File: src/rtl/ticket_lock.sv
module ticket_lock #(
  parameter int N = 4
) (
  input  logic         clk,
  input  logic         rst_n,
  input  logic [N-1:0] acq,
  input  logic [N-1:0] rel,
  output logic [N-1:0] grant
);

  localparam int W = $clog2(N) + 1;

  logic [W-1:0] next_tkt;
  logic [W-1:0] serving;
  logic [N-1:0] held;
  logic [W-1:0] tkt [N];

  logic [N-1:0] take;
  logic [W-1:0] offer [N];
  logic [W-1:0] taken;
  logic         rel_ok;

  assign take = acq & ~held;

  always_comb begin
    logic [W-1:0] off;
    off = '0;
    for (int i = 0; i < N; i++) begin
      offer[i] = next_tkt + off;
      off = off + W'(take[i]);
    end
    taken = off;
  end

  genvar g;
  generate
    for (g = 0; g < N; g++) begin : gen_grant
      assign grant[g] = held[g] && (tkt[g] == serving);
    end
  endgenerate

  assign rel_ok = |(rel & grant);

  always_ff @(posedge clk) begin
    if (!rst_n) begin
      next_tkt <= '0;
      serving  <= '0;
      held     <= '0;
      for (int i = 0; i < N; i++) tkt[i] <= '0;
    end else begin
      next_tkt <= next_tkt + taken;
      if (rel_ok) serving <= serving + 1'b1;
      for (int i = 0; i < N; i++) begin
        if (take[i]) begin
          held[i] <= 1'b1;
          tkt[i]  <= offer[i];
        end else if (rel[i] && grant[i]) begin
          held[i] <= 1'b0;
        end
      end
    end
  end

  a_r4_single_grant: assert property (@(posedge clk) disable iff (!rst_n)
    $onehot0(grant));

  a_r5_release_advances: assert property (@(posedge clk) disable iff (!rst_n)
    rel_ok |=> serving == $past(serving) + 1'b1);

  a_r6_stray_release: assert property (@(posedge clk) disable iff (!rst_n)
    !rel_ok |=> $stable(serving));

  a_r1_outstanding: assert property (@(posedge clk) disable iff (!rst_n)
    (next_tkt - serving) == W'($countones(held)));

  generate
    for (g = 0; g < N; g++) begin : gen_chk
      a_r7_no_retake: assert property (@(posedge clk) disable iff (!rst_n)
        (acq[g] && held[g]) |=> $stable(tkt[g]));
      a_r9_bounded_wait: assert property (@(posedge clk) disable iff (!rst_n)
        held[g] |-> (W'(tkt[g] - serving) < W'(N)));
    end
  endgenerate

endmodule

File: config.mk
export PLATFORM = sky130hd
export DESIGN_NAME = ticket_lock
export DESIGN_NICKNAME = d
export VERILOG_FILES = /design/src/rtl/ticket_lock.sv
export SDC_FILE = /design/constraint.sdc
export NUM_CORES = 1
export LEC_CHECK = 0
export BUFFER_PORTS_ARGS = -buffer_cell sky130_fd_sc_hd__clkbuf_2
export CAP_MARGIN = 25
export CORE_UTILIZATION = 40
export DETAILED_ROUTE_END_ITERATION = 6
export SLEW_MARGIN = 20
export SYNTH_ARGS = -nofsm -noshare
export SYNTH_HDL_FRONTEND = slang
export SYNTH_SLANG_ARGS = --single-unit
File: constraint.sdc
create_clock -name clk -period 4.9 [get_ports clk]
set_input_delay 0.98 -clock clk [delete_from_list [all_inputs] [get_ports clk]]
set_output_delay 0.98 -clock clk [all_outputs]
set_load 0.1 [all_outputs]
==> results.toml <==
[outcome]
status = "finished, final reports clean"

[worst_setup_path]
critical_path.max_stage_delay_ns = 0.59
crit_arrival_ns = 1.79
required_ns = 3.92
cp_cell_sequence = "xor2_1 > nor3_1 > clkbuf_2"
crit_fanout = 6
slowest_stage = "dfxtp_1"
cp_num_buf_inv = 1
worstSetupPathType = "reg2out"
start_kind = "register"
worst_path_dominant_cell_family = "flip-flops"
cp-end-kind = "output port"

[hold_path]
hold_class = "reg2reg"

[clocking]
holdBufCountCts = 0
postCtsSetupBuffers = 0
cts_tree = "done"
numCtsBuffers = 3
clock_latency_ns = 0.30
cts_max_path_buffers = 2
clkTransAtPathRegs_ns = 0.12
cts.repair.resized = 0
cts.sinks = 22
htreeDepth = 1
cts-root-buf = "clkbuf_4"

[run]
cap_violations = 0

[global_routing]
grt_max_degree = 25
grt_pass1_vias = 784
met1_usage = 0.155
grt_overflow = 0
grt_first_pass_wirelength_um = 3470
antenna_found_initial = 0
track_usage = 0.134
met3_usage = 0.0256
grtUsageMet2 = 0.235
top_usage_layer = "met2"

[route]
drc_errors = 0
drt-wirelength-per-cell_um = 12.2
postRouteAntennaNets = 0
vias = 814
dr.pass1.iters = 4
drt-total-wl_um = 2170
avgViaCountPerCell = 4.57
drt-initial-drc-count = 30

[power]
switching_power_w = 0.000227
ir_worst_vdd_v = 0.000109
combPwrFrac = 0.402
pwr-share-clk = 0.144
power_density_nw_per_um2 = 394
p_int_w = 0.000360
switching_share = 0.386
leakage_nw = 0.678
pwr-share-seq = 0.454

[placed_design]
globalplace.congestion = 0.733
hpwlAfterDp_um = 1720
place_area_um2 = 1460
place_ws_ns = 1.90
port_buffers = 13

[synthesis]
synthesis.nets = 145
synth_warnings = 0
syn-cell-area_um2 = 1380
synth.distinct_cells = 26
postSynthCellCount = 122
yosysSeqAreaShare = 0.405
ys_seq_elements = 22
avgSynthCellArea_um2 = 11.3

[floorplan]
fp-row-count = 20
die_w_um = 60.8
core_um2 = 3180
die_h_um = 60.8
pin_count = 14
start_util = 0.435
fp.dieArea_um2 = 3700

[final_layout]
synthToLayoutAreaGrowth_pct = 7.60
n_fill_cell = 300
multiInputGateArea_um2 = 741
regArea_um2 = 561
nets = 158
diodes = 0
drive_gt1_frac = 0.172
fin_area_um2 = 1490

[timing]
fmaxAchievable_mhz = 361
slew_violations = 0
period_share = 0.565
maxSlewHeadroom = 0.640
finalSetupViolations = 0
max_slew.worst_pin.slew_ns = 0.542
hold_viol = 0
grt_setup_unrepaired = "false"
setup_slack_ns = 2.13
period_minus_slack_ns = 2.77
clock-skew-final_ns = 0.00116
setup_tns_ns = 0
## cell usage after synthesis, drive strengths merged
cell type / n / area (um^2)
nand2b: 3 / 18.8
clkbuf: 2 / 7.51
and2: 2 / 12.5
o21ai: 1 / 5.00
edfxtp: 12 / 360
or3: 1 / 6.26
o211a: 1 / 10.0
xor2: 10 / 103
xnor2: 8 / 70.1
nor2: 7 / 26.3
nor4b: 3 / 71.3
and4: 1 / 11.3
dfxtp: 10 / 200
buf: 3 / 33.8
a21boi: 1 / 7.51
fa: 5 / 100
nor3b: 3 / 22.5
mux2i: 1 / 10.0
inv: 11 / 41.3
a2111oi: 1 / 27.5
and3: 8 / 50.1
nor3: 3 / 15.0
ha: 8 / 100
nand2: 13 / 48.8
nor2b: 4 / 25.0
## registers in the layout, indices dropped and copies added, names as in the netlist
register  count
held          4
next_tkt      3
serving       3
tkt          12
## power by group through the flow
stage                     registers, W  logic (W)  clock network, W
final                         0.000267   0.000236         0.0000847
after floorplan               0.000254   0.000214                 0
after detailed placement      0.000272   0.000239                 0
after global placement        0.000271   0.000233                 0
after CTS                     0.000267   0.000240         0.0000883
after global routing          0.000271   0.000266         0.0000951
## worst min-delay path: stages (launching register included)
cell	delay, ns
dfxtp_1	0.35
nor2_1	0.10
nor3b_1	0.05
## layout by cell type, fill, tap and decap left out, types with 4 or more instances in the layout
| cell | n |
|---|---|
| nand2_1 | 13 |
| and3_1 | 8 |
| clkbuf_2 | 13 |
| xor2_1 | 8 |
| edfxtp_1 | 12 |
| ha_1 | 8 |
| dfxtp_1 | 10 |
| fa_1 | 5 |
| inv_1 | 11 |
| nor2_1 | 7 |
| nor2b_1 | 4 |
| xnor2_1 | 8 |
## path summary, 6_finish.rpt
| kind | from | end | slack (ns) | cells after the start |
|---|---|---|---|---|
| worst max-delay path | serving[2]$_SDFFE_PN0P_ | grant[3] | 2.13 | 3 |
| worst min-delay path | held[0]$_SDFFE_PN0P_ | held[0]$_SDFFE_PN0P_ | 0.54 | 2 |
| worst max register to register | held[0]$_SDFFE_PN0P_ | next_tkt[2]$_SDFF_PN0_ | 2.58 | 6 |
| worst min register to register | held[0]$_SDFFE_PN0P_ | held[0]$_SDFFE_PN0P_ | 0.54 | 2 |
## cells by family after synthesis
logic type | count (synthesis) | synth area share
AO/OA/AOI/OAI | 4 | 0.0362
multiplexers | 1 | 0.00723
adder cells (fa/ha/maj) | 13 | 0.145
AND/OR/NAND/NOR | 48 | 0.222
XOR/XNOR | 18 | 0.125
buffers and inverters | 16 | 0.0597
flip-flops | 22 | 0.405
## stage by stage
stage | utilization | std cells | power (W) | hold slack (ns)
after detailed placement | 0.460 | 174 | 0.000511 | 0.516
final | 0.469 | 178 | 0.000587 | 0.535
after CTS | 0.469 | 178 | 0.000596 | 0.537
after global routing | 0.469 | 178 | 0.000632 | 0.578
after global placement | 0.460 | 174 | 0.000504 | 0.511
after floorplan | - | 122 | 0.000469 | 0.485
## per-layer routing
layer | up-vias | share of wire | wire length, um
li1 | 422 | - | -
met1 | 383 | 0.46 | 998
met2 | 7 | 0.51 | 1110
met3 | 2 | 0.024 | 52
met4 | 0 | 0.0064 | 14
met5 | - | 0 | 0
## cell type report
cell class,count,area share
flip-flops and latches,22,0.376
clock buffers,4,0.0176
inverters,11,0.0277
multi-input cells,84,0.497
repair buffers,13,0.0437
well taps,44,0.0370
(Power assumes the default switching activity.)
